<file path="src/rtl/adc_serial_port.sv">
module adc_serial_port #(
  parameter int CONV_CYCLES = 300,
  parameter int WORD_W = 32,
  parameter int CFG_W = 13,
  parameter int ABORT_MIN = 5,
  parameter int COMMIT_MIN = 14,
  parameter logic [CFG_W-1:0] CFG_RESET = '0
) (
  input  logic             clk,
  input  logic             rst_n,
  input  logic             cs_n,
  input  logic             sck,
  input  logic             sdi,
  output logic             sdo,
  output logic             sdo_oe,
  output logic             conv_busy,
  output logic [CFG_W-1:0] cfg_active
);
  localparam int SEQ_W  = WORD_W - 3 - CFG_W;
  localparam int CNT_W  = $clog2(WORD_W + 1);
  localparam int IDX_W  = $clog2(WORD_W);
  localparam int RCNT_W = $clog2(CFG_W + 1);
  localparam int TMR_W  = $clog2(CONV_CYCLES + 1);
  localparam logic [CNT_W-1:0]  LAST_FALL = CNT_W'(WORD_W - 1);
  localparam logic [CNT_W-1:0]  ABORT_AT  = CNT_W'(ABORT_MIN);
  localparam logic [CNT_W-1:0]  COMMIT_AT = CNT_W'(COMMIT_MIN);
  localparam logic [RCNT_W-1:0] CFG_FULL  = RCNT_W'(CFG_W);
  localparam logic [TMR_W-1:0]  TMR_LOAD  = TMR_W'(CONV_CYCLES - 1);

  logic [2:0] cs_p, sck_p;
  logic [1:0] sdi_p;

  always_ff @(posedge clk or negedge rst_n) begin
    if (!rst_n) begin
      cs_p  <= 3'b111;
      sck_p <= 3'b000;
      sdi_p <= 2'b00;
    end else begin
      cs_p  <= {cs_p[1:0], cs_n};
      sck_p <= {sck_p[1:0], sck};
      sdi_p <= {sdi_p[0], sdi};
    end
  end

  logic cs_low, cs_rise, sck_rise, sck_fall, sdi_s;
  assign cs_low   = ~cs_p[1];
  assign cs_rise  = cs_p[1] & ~cs_p[2];
  assign sck_rise = sck_p[1] & ~sck_p[2];
  assign sck_fall = ~sck_p[1] & sck_p[2];
  assign sdi_s    = sdi_p[1];

  logic              busy, reading;
  logic [TMR_W-1:0]  timer;
  logic [CNT_W-1:0]  fall_cnt;
  logic [RCNT_W-1:0] rise_cnt;
  logic [CFG_W-1:0]  shreg, cfg_q;
  logic [SEQ_W-1:0]  seq;
  logic [WORD_W-1:0] word;

  logic end_full, end_abort, end_early, conv_start, commit;
  assign end_full   = reading & sck_fall & (fall_cnt == LAST_FALL);
  assign end_abort  = reading & cs_rise & (fall_cnt >= ABORT_AT);
  assign end_early  = reading & cs_rise & (fall_cnt < ABORT_AT);
  assign conv_start = end_full | end_abort;
  assign commit     = end_full |
                      (end_abort & (fall_cnt >= COMMIT_AT) & (rise_cnt == CFG_FULL));

  always_ff @(posedge clk or negedge rst_n) begin
    if (!rst_n) begin
      busy  <= 1'b1;
      timer <= TMR_LOAD;
      seq   <= '0;
      word  <= '0;
      cfg_q <= CFG_RESET;
    end else if (conv_start) begin
      busy  <= 1'b1;
      timer <= TMR_LOAD;
      if (commit) cfg_q <= shreg;
    end else if (busy) begin
      if (timer == '0) begin
        busy <= 1'b0;
        word <= {2'b00, seq[0], seq, cfg_q};
        seq  <= seq + 1'b1;
      end else begin
        timer <= timer - 1'b1;
      end
    end
  end

  always_ff @(posedge clk or negedge rst_n) begin
    if (!rst_n) begin
      reading  <= 1'b0;
      fall_cnt <= '0;
      rise_cnt <= '0;
      shreg    <= '0;
    end else if (reading) begin
      if (conv_start | end_early) begin
        reading <= 1'b0;
      end else begin
        if (sck_fall) fall_cnt <= fall_cnt + 1'b1;
        if (sck_rise && rise_cnt != CFG_FULL) begin
          shreg    <= {shreg[CFG_W-2:0], sdi_s};
          rise_cnt <= rise_cnt + 1'b1;
        end
      end
    end else if (cs_low && !busy) begin
      reading  <= 1'b1;
      fall_cnt <= '0;
      rise_cnt <= '0;
    end
  end

  logic [IDX_W-1:0] bit_idx;
  assign bit_idx    = IDX_W'(LAST_FALL - fall_cnt);
  assign sdo_oe     = cs_low;
  assign sdo        = cs_low & (reading ? word[bit_idx] : busy);
  assign conv_busy  = busy;
  assign cfg_active = cfg_q;
endmodule

</file>
<file path="config.mk">
export PLATFORM = sky130hd
export DESIGN_NAME = adc_serial_port
export DESIGN_NICKNAME = d
export VERILOG_FILES = /design/src/rtl/adc_serial_port.sv
export SDC_FILE = /design/constraint.sdc
export NUM_CORES = 1
export LEC_CHECK = 0
export ABC_AREA = 1
export BUFFER_PORTS_ARGS = -buffer_cell sky130_fd_sc_hd__clkbuf_2
export CELL_PAD_IN_SITES_DETAIL_PLACEMENT = 0
export CELL_PAD_IN_SITES_GLOBAL_PLACEMENT = 1
export CORE_MARGIN = 2
export CORE_UTILIZATION = 51
export DETAILED_ROUTE_END_ITERATION = 7
export GPL_ROUTABILITY_DRIVEN = 1
export PLACE_DENSITY = 0.84
export SLEW_MARGIN = 10
export SYNTH_ARGS = -nofsm -noshare
export SYNTH_HDL_FRONTEND = slang
export SYNTH_SLANG_ARGS = --single-unit
</file>
<file path="constraint.sdc">
create_clock -name clk -period 6.7 [get_ports clk]
set_clock_uncertainty 0.1 [all_clocks]
set_input_delay 1.005 -clock clk [delete_from_list [all_inputs] [get_ports clk]]
set_output_delay 1.005 -clock clk [all_outputs]
set_load 0.03 [all_outputs]
</file>
==> results of run 1 <==
==> layout by cell type, fill, tap and decap left out, drive strengths merged, types with 9 or more instances in the layout <==
cell    netlist  routed
nand3        35      35
clkbuf        0      31
inv          70      72
nand2       174     174
dfrtp        91      91
a21oi         9       9
dfstp         9       9
nor3         12      12
xor2         20      20
o21ai        67      67
nor2         28      28
==> cell families after synthesis <==
logic type / Yosys count / share of synthesized area (%)
adders and majority gates: 7 / 1.73
muxes: 1 / 0.198
buffers and inverters: 90 / 9.63
and+or+nand+nor: 256 / 24.3
AOI/OAI and AO/OA: 79 / 10.3
xor gates and xnor gates: 24 / 4.16
DFF: 100 / 49.7
==> how the worst max path moves through the flow <==
stage | endpoint | cells after the start | slack [ns] | startpoint
2_1_floorplan | sdo | 10 | 3.89 | fall_cnt[0]
3_5_place_dp | word[15] | 12 | 3.08 | fall_cnt[0]
5_1_grt | word[23] | 12 | 2.68 | fall_cnt[0]
4_1_cts | sdo | 11 | 3.02 | fall_cnt[0]
3_3_place_gp | seq[15] | 12 | 3.20 | fall_cnt[0]
6_report | sdo | 11 | 3.06 | fall_cnt[0]
==> area by class of cell <==
| type | count | area share [%] |
|---|---|---|
| flip-flops and latches | 100 | 47.4 |
| clock buffers | 12 | 2.74 |
| repair buffers | 23 | 2.36 |
| multi-input cells | 367 | 38.8 |
| clock inverters | 4 | 0.590 |
| inverters | 70 | 5.00 |
| well taps | 133 | 3.14 |
==> metrics by stage <==
| step | setup WS (ns) | hold WS (ns) | util, % |
|---|---|---|---|
| after floorplan | 3.89 | 0.231 | - |
| after global placement | 3.20 | 0.233 | 52.9 |
| after detailed placement | 3.08 | 0.235 | 52.9 |
| after CTS | 3.02 | 0.256 | 54.7 |
| after global routing | 2.68 | 0.268 | 54.7 |
| final | 3.06 | 0.254 | 54.7 |
==> worst max-delay path: cells and delay by family, from the launching register on <==
family | cells | cell delay (ns)
DFF | 1 | 0.75
AOI/OAI and AO/OA | 1 | 0.16
and+or+nand+nor | 7 | 0.56
buffers and inverters | 3 | 0.66
==> power breakdown <==
group	internal (mW)	switching, mW
Clock	0.148	0.207
Sequential	0.699	0.0926
Combinational	0.126	0.247
Total	0.974	0.546
==> sequential cells by signal, indices dropped and copies added (netlist names) <==
signal,count
word,29
seq,16
cfg_active,13
shreg,13
timer,9
fall_cnt,6
rise_cnt,4
cs_p,3
sck_p,3
sdi_p,2
conv_busy,1
reading,1
==> metal layers <==
layer,vias to the layer above,global-route usage (%),part of all wire (%)
met2,38,28.8,46
met5,-,0,0
li1,1784,-,-
met3,13,5.66,3.3
met4,0,5.79,1.6
met1,1627,25.5,49
==> impl_metrics.tcl, run 1 <==
set metrics [dict create \
    status "completed" \
    viasPerCell 4.88 \
    dp.cells 693 \
    ios 21 \
    totalWireLength_um 8900 \
    port_buffers 20 \
    crit_top_cell "nand2_1" \
    cp_max_fo 21 \
    synthCells 557 \
    core_area_mm2 0.00968 \
    ff2ff_path_depth 12 \
    area_growth_pct 4.88 \
    clock-sinks 100 \
    dr.first_iter.drc_count 127 \
    drc_errors 0 \
    wire_per_inst_um 12.5 \
    multiInputGateArea_mm2 0.00205 \
    min_path_cells 0 \
    fin_crit_ns 3.64 \
    globalRouteTotalUtil_pct 18.7 \
    dpl-instance-area_mm2 0.00512 \
    crit_slowest_cell "dfrtp_1" \
    cts.repair.resized 0 \
    synth_seq_cells 100 \
    netlist_area_mm2 0.00505 \
    grt_max_degree 67 \
    chipHeight_um 104 \
    seq_area_mm2 0.00251 \
    antenna_found_initial 0 \
    seq_area_frac_synth_pct 49.7 \
    synth_edf_count 0 \
    worstReg2RegStart "fall_cnt[0]" \
    ctsRootBufferMaster "clkbuf_8" \
    whs_endpoint "sck_p[1]" \
    gp_congestion 0.804 \
    final_max_slew_viol_count 0 \
    nNetsFinal 583 \
    dp_hpwl_um 6210 \
    rsz0062_at_grt "false" \
    relSlewSlack_pct 46.4 \
    overflow 0 \
    chipWidth_um 104 \
    cp.required_ns 5.59 \
    yosysMostFrequentCell "nand2_1" \
    fin_crit_sh_pct 54.4 \
    final_area_mm2 0.00530 \
    synth_nets 569 \
    end_kind "primary output" \
    start_kind "register" \
    antenna_left 0 \
    worstMarginPinSlew_ns 0.805 \
    yosys.area.top_type_share_pct 45.0 \
    layout-drive-gt1-share_pct 21.9 \
    synth_top_area_cell "dfrtp_1" \
    drt_first_pass_iters 4 \
    clkTransAtPathRegs_ns 0.10 \
    diodes 0 \
    synth_common_cells "nand2_1, dfrtp_1, inv_1" \
    clock_path_buffers 2 \
    cap_viol_max_count 0 \
    clk-insertion-delay-late_ns 0.38 \
    cts_made_buffers 9 \
    grt_pass1_vias 3424 \
    cts_hold_buf 0 \
    yosysUniqueCellTypes 35 \
    tritoncts "built" \
    yosysWarnings 0 \
    vias 3462 \
    irDropWorstVdd_uv 283 \
    rows 36 \
    fin_cells 709 \
    min_path_type "reg -> reg" \
    crit_path_cell_trace "inv_1 > nand2_1 > nand3_1 > nand2_1 > nand2_1 > nand2_1 > inv_1 > nand2_1 > nand3_1 > a21oi_1 > clkbuf_2" \
    grt_pass1_wl_um 16200 \
    async_reset_ff_share_pct 100 \
    dieArea_mm2 0.0107 \
    finalHoldViolCount 0 \
    avgSynthCellArea_um2 9.08 \
    rr_endpoint "seq[15]" \
    initial_utilization_pct 52.2 \
    cpPeakStageDelay_ns 0.75 \
    fmaxAchievable_ghz 0.274 \
    arrival_ns 2.54 \
    p_leak_nw 2.50 \
    min-delay-start "sck_p[0]" \
    tns_ns 0 \
    power_density_mw_per_mm2 287 \
    ys.flop_type "dfrtp_1" \
    criticalPathCategory "reg -> out" \
    setup_violations 0 \
    rrSetupSlack_ns 3.08 \
    post_cts_buffers 0 \
    power_mw 1.52 \
    synth.area.top_cells "dfrtp_1, nand2_1, o21ai_2" \
    htreeDepth 3 \
    fillers 918 \
]
Power figures use the tool's default switching activity.
==> inputs of run 2 (changes only) <==
--- a/config.mk
+++ b/config.mk
@@ -5,15 +5,15 @@
 export SDC_FILE = /design/constraint.sdc
 export NUM_CORES = 1
 export LEC_CHECK = 0
-export ABC_AREA = 1
+export ABC_AREA = 0
 export BUFFER_PORTS_ARGS = -buffer_cell sky130_fd_sc_hd__clkbuf_2
 export CELL_PAD_IN_SITES_DETAIL_PLACEMENT = 0
 export CELL_PAD_IN_SITES_GLOBAL_PLACEMENT = 1
 export CORE_MARGIN = 2
-export CORE_UTILIZATION = 51
+export CORE_UTILIZATION = 45
 export DETAILED_ROUTE_END_ITERATION = 7
 export GPL_ROUTABILITY_DRIVEN = 1
-export PLACE_DENSITY = 0.84
+export PLACE_DENSITY = 0.76
 export SLEW_MARGIN = 10
 export SYNTH_ARGS = -nofsm -noshare
 export SYNTH_HDL_FRONTEND = slang
==> constraint.sdc (replaced) <==
create_clock -name clk -period 3.2 [get_ports clk]
set_clock_uncertainty 0.1 [all_clocks]
set_input_delay 0.48 -clock clk [delete_from_list [all_inputs] [get_ports clk]]
set_output_delay 0.48 -clock clk [all_outputs]
set_load 0.03 [all_outputs]
==> impl_metrics.tcl, run 2 <==
set metrics [dict create \
    netlist_area_mm2 0.00463 \
    arrival_ns 2.38 \
    p_leak_nw 2.48 \
    dieArea_mm2 0.0111 \
    relSlewSlack_pct 63.5 \
    crit_slowest_cell "dfrtp_1" \
    yosysMostFrequentCell "nand2_1" \
    power_mw 3.09 \
    internal-power_mw 2.07 \
    seq_area_frac_synth_pct 54.2 \
    power_density_mw_per_mm2 609 \
    cpPeakStageDelay_ns 0.54 \
    criticalPathCategory "reg -> out" \
    fmaxAchievable_ghz 0.338 \
    yosys.area.top_type_share_pct 49.1 \
    synth_top_area_cell "dfrtp_1" \
    cp_max_fo 10 \
    worstMarginPinSlew_ns 0.545 \
    port_buffers 20 \
    fin_crit_sh_pct 92.4 \
    p_comb_share_pct 20.6 \
    overflow 0 \
    antenna_left 0 \
    status "completed" \
    layout_common_cells "nand2_1, dfrtp_1, mux2_1" \
    final_common_cell "nand2_1" \
    synth_common_cells "nand2_1, dfrtp_1, mux2_1" \
    diodes 0 \
    start_kind "register" \
    clk-insertion-delay-late_ns 0.37 \
    drc_errors 0 \
    gp_congestion 0.812 \
    cp.required_ns 2.62 \
    final_max_slew_viol_count 0 \
    finalHoldViolCount 0 \
    ys.flop_type "dfrtp_1" \
    seqPwrFrac_pct 54.2 \
    setup_violations 0 \
    cts_hold_buf 1 \
    grt_max_degree 62 \
    clock-sinks 100 \
    top_regs "word x29, seq x16" \
    synthCells 411 \
    chipHeight_um 105 \
    viasPerCell 5.12 \
    synth.area.top_cells "dfrtp_1, nand2_1, dfstp_2" \
    cap_viol_max_count 0 \
    synth_seq_cells 100 \
    chipWidth_um 105 \
    cts_made_buffers 9 \
    tns_ns 0 \
    nNetsFinal 447 \
    min_path_type "in -> reg" \
    p_sw_mw 1.02 \
    cp_top_family "flip-flops" \
    fin_crit_ns 2.96 \
    clock_path_buffers 2 \
    globalRouteTotalUtil_pct 16.9 \
    ios 21 \
    clkPwrFrac_pct 25.2 \
    dr.first_iter.drc_count 168 \
    irDropWorstVdd_uv 264 \
    synth_nets 423 \
    clkTransAtPathRegs_ns 0.10 \
    rows 37 \
    async_reset_ff_share_pct 100 \
    antenna_found_initial 0 \
    drt_first_pass_iters 4 \
    largest-register "word" \
    post_cts_buffers 0 \
    crit_path_cell_trace "buf_4 > mux2i_1 > mux4_2 > nand3_1 > nand4_1 > a32oi_1 > clkbuf_2" \
    grt_pass1_vias 2955 \
    rsz0062_at_grt "false" \
    core_area_mm2 0.0101 \
    largest_reg_flops 29 \
    vias 2951 \
    yosysWarnings 0 \
    wire_per_inst_um 14.9 \
    sw_frac_of_total_pct 33.2 \
    grt_pass1_wl_um 14800 \
    cts.repair.resized 0 \
    dp_hpwl_um 6010 \
    ctsRootBufferMaster "clkbuf_8" \
    critical_path_buf_inv_count 2 \
    synth_edf_count 0 \
    htreeDepth 3 \
    initial_utilization_pct 45.7 \
    layout-drive-gt1-share_pct 19.3 \
    end_kind "primary output" \
    whs_ns 0.0875 \
    yosysUniqueCellTypes 55 \
    tritoncts "built" \
    avgSynthCellArea_um2 11.3 \
    totalWireLength_um 8560 \
    area_growth_pct 9.45 \
]
run 2: worst paths after layout:
path,from,to,slack (ns),cells past startpoint
worst max register to register,fall_cnt[0],cfg_active[11],0.44,7
max in group asynchronous,rst_n,cfg_active[4],1.77,3
worst min-delay path,cs_n,cs_p[0],0.09,1
worst max-delay path,fall_cnt[1],sdo,0.24,7
worst min register to register,cs_p[0],cs_p[1],0.26,0
min in group asynchronous,rst_n,seq[7],0.55,2
run 2: routing by layer:
layer,vias to the layer above,global-route usage [%],routed length [um]
li1,1456,-,-
met1,1432,23.2,4110
met5,-,0,0
met3,15,3.28,271
met4,0,7.81,195
met2,48,25.9,3990
run 2: kinds of logic after synthesis:
family / share of synthesized area, %
adder cells (fa/ha/maj): 1.89
AO/OA/AOI/OAI: 6.43
flip-flops: 54.2
XOR/XNOR: 4.91
AND/OR/NAND/NOR: 19.1
buffers and inverters: 3.16
multiplexers: 10.2
run 2: worst register-to-register path, stage by stage (launching register included):
cell	delay (ns)
dfrtp_1	0.56
inv_1	0.23
ha_1	0.23
nand2b_4	0.07
a2111oi_4	0.49
nor2_1	0.16
a31oi_4	0.44
mux2_1	0.39
run 2: metrics by stage:
| step | cell area [um2] | utilization, % | setup slack (ns) | instances |
|---|---|---|---|---|
| floorplan | 4630 | - | 0.730 | 411 |
| global route | 5070 | 50.0 | 0.0379 | 576 |
| finish | 5070 | 50.0 | 0.244 | 576 |
| global placement | 4870 | 48.0 | 0.532 | 559 |
| detailed placement | 4870 | 48.0 | 0.448 | 559 |
| CTS | 5070 | 50.0 | 0.202 | 576 |
run 2: layout make-up:
type	count	area, um2
tap	136	170
sequential	100	2510
fill	926	5070
clock inverter	7	67.6
multi-input combinational	284	1970
inverter	12	45.0
timing repair buffer	28	178
clock buffer	9	124
run 2: power by group through the flow:
stage | clock network [mW] | registers [mW] | logic [mW]
floorplan | 0 | 1.62 | 0.535
global placement | 0 | 1.69 | 0.623
detailed placement | 0 | 1.70 | 0.637
CTS | 0.800 | 1.68 | 0.641
global route | 0.862 | 1.71 | 0.714
finish | 0.780 | 1.67 | 0.635
==> inputs of run 3 (changes only) <==
--- a/config.mk
+++ b/config.mk
@@ -13,6 +13,7 @@
 export CORE_UTILIZATION = 45
 export DETAILED_ROUTE_END_ITERATION = 7
 export GPL_ROUTABILITY_DRIVEN = 1
+export GPL_TIMING_DRIVEN = 0
 export PLACE_DENSITY = 0.76
 export SLEW_MARGIN = 10
 export SYNTH_ARGS = -nofsm -noshare
==> constraint.sdc (replaced) <==
create_clock -name clk -period 3.2 [get_ports clk]
set_clock_uncertainty 0.1 [all_clocks]
set_input_delay 0.48 -clock clk [delete_from_list [all_inputs] [get_ports clk]]
set_output_delay 0.48 -clock clk [all_outputs]
set_load 0.01 [all_outputs]
==> impl_metrics.tcl, run 3 (synthesis results as in run 2) <==
set metrics [dict create \
    status "completed" \
    tritoncts "built" \
    cts.repair.resized 0 \
    nNetsFinal 454 \
    fmaxAchievable_ghz 0.351 \
    drc_errors 0 \
    chipHeight_um 105 \
    vias 3049 \
    totalWireLength_um 8840 \
    irDropWorstVdd_uv 287 \
    clock-sinks 100 \
    arrival_ns 2.27 \
    globalRouteTotalUtil_pct 17.3 \
    tns_ns 0 \
    crit_start "fall_cnt[1]" \
    grt_pass1_vias 3147 \
    fin_crit_sh_pct 88.9 \
    antenna_left 0 \
    cp_max_fo 10 \
    cts_hold_buf 0 \
    min_path_cells 1 \
    ios 21 \
    crit_path_cell_trace "buf_4 > mux2i_1 > mux4_2 > nand3_1 > nand4_1 > a32oi_1 > clkbuf_2" \
    gp_congestion 0.806 \
    cts_made_buffers 9 \
    chipWidth_um 105 \
    initial_utilization_pct 45.7 \
    post_cts_buffers 0 \
    core_area_mm2 0.0101 \
    rsz0062_at_grt "false" \
    whs_endpoint "cs_p[0]" \
    largest_reg_flops 29 \
    viasPerCell 5.23 \
    largest-register "word" \
    rr_endpoint "cfg_active[12]" \
    cpPeakStageDelay_ns 0.51 \
    rows 37 \
    grt_pass1_wl_um 15200 \
    dieArea_mm2 0.0111 \
    fin_crit_ns 2.85 \
    final_max_slew_viol_count 0 \
    antenna_found_initial 0 \
    port_buffers 20 \
    top_regs "word x29, seq x16" \
    diodes 0 \
    crit_slowest_cell "dfrtp_1" \
    ff2ff_path_depth 9 \
    grt_max_degree 101 \
    overflow 0 \
    fillers 927 \
    rrSetupSlack_ns 0.36 \
    area_growth_pct 10.4 \
    drt_first_pass_iters 4 \
    criticalPathCategory "reg -> out" \
    worstMarginPinSlew_ns 0.783 \
    seq_area_mm2 0.00251 \
    layout-drive-gt1-share_pct 20.6 \
    min-delay-start "cs_n" \
    power_density_mw_per_mm2 611 \
    htreeDepth 3 \
    cap_viol_max_count 0 \
    layout_common_cells "nand2_1, dfrtp_1, mux2_1" \
    dr.first_iter.drc_count 195 \
    relSlewSlack_pct 47.8 \
    final_common_cell "nand2_1" \
    ctsRootBufferMaster "clkbuf_8" \
    cp.required_ns 2.62 \
    end_kind "primary output" \
    worstReg2RegStart "fall_cnt[1]" \
    dp_hpwl_um 6090 \
    wire_per_inst_um 15.2 \
    clock_path_buffers 2 \
    start_kind "register" \
    whs_ns 0.0871 \
    finalHoldViolCount 0 \
    clkTransAtPathRegs_ns 0.09 \
    setup_violations 0 \
    clk-insertion-delay-late_ns 0.36 \
    multiInputGateArea_mm2 0.00197 \
    min_path_type "in -> reg" \
    p_leak_nw 2.51 \
]
-- run 3: cell count changes in the layout (fill, tap and decap cells not counted), sizes merged --
cell | before | now
dlygate4sd3 | 1 | 0
inv | 17 | 13
bufinv | 0 | 1
clkbuf | 28 | 31
buf | 8 | 15
clkinvlp | 0 | 1
-- run 3: worst max-delay path by stage --
stage,slack [ns],to,depth (start not counted)
2_1_floorplan,0.73,cfg_active[10],9
3_3_place_gp,0.25,shreg[1],1
3_5_place_dp,0.35,cfg_active[9],9
4_1_cts,0.32,sdo,7
5_1_grt,0.14,sdo,7
6_report,0.35,sdo,7
-- run 3: critical path: cells and delay by family, from the launching register on --
kind | cells | cell delay, ns
buffers and inverters | 2 | 0.42
DFF | 1 | 0.51
AOI/OAI and AO/OA | 1 | 0.20
and+or+nand+nor | 2 | 0.21
muxes | 2 | 0.57
-- run 3: metal layers --
layer  GRT usage (%)  vias to the layer above  part of all wire, %
met1            23.2                     1532                   48
met5               0                        -                    0
met4            5.43                        0                  1.2
met2            28.2                       33                   48
li1                -                     1477                    -
met3            3.53                        7                  2.6
-- run 3: layout make-up --
type                    count  area share, %
well taps                 136           3.33
multi-input cells         284           38.6
repair buffers             20           2.13
clock inverters             5           1.17
clock buffers              11           2.76
plain buffers              15           1.98
flip-flops and latches    100           49.1
inverters                  12          0.881
-- run 3: metrics by stage --
step	instance area, um2	std cells	util [%]	setup WS [ns]	power, mW
2_1_floorplan	4630	411	-	0.730	2.15
3_3_place_gp	4900	567	48.4	0.249	2.32
3_5_place_dp	4910	567	48.5	0.347	2.35
4_1_cts	5110	583	50.5	0.320	3.17
5_1_grt	5110	583	50.5	0.136	3.32
6_report	5110	583	50.5	0.354	3.13
-- run 3: where the power goes --
part,internal (mW),total (mW),leakage (nW),switching [mW]
Clock,0.386,0.815,0.0999,0.429
Combinational,0.304,0.676,1.08,0.372
Sequential,1.46,1.64,1.33,0.176
Total,2.15,3.13,2.51,0.977
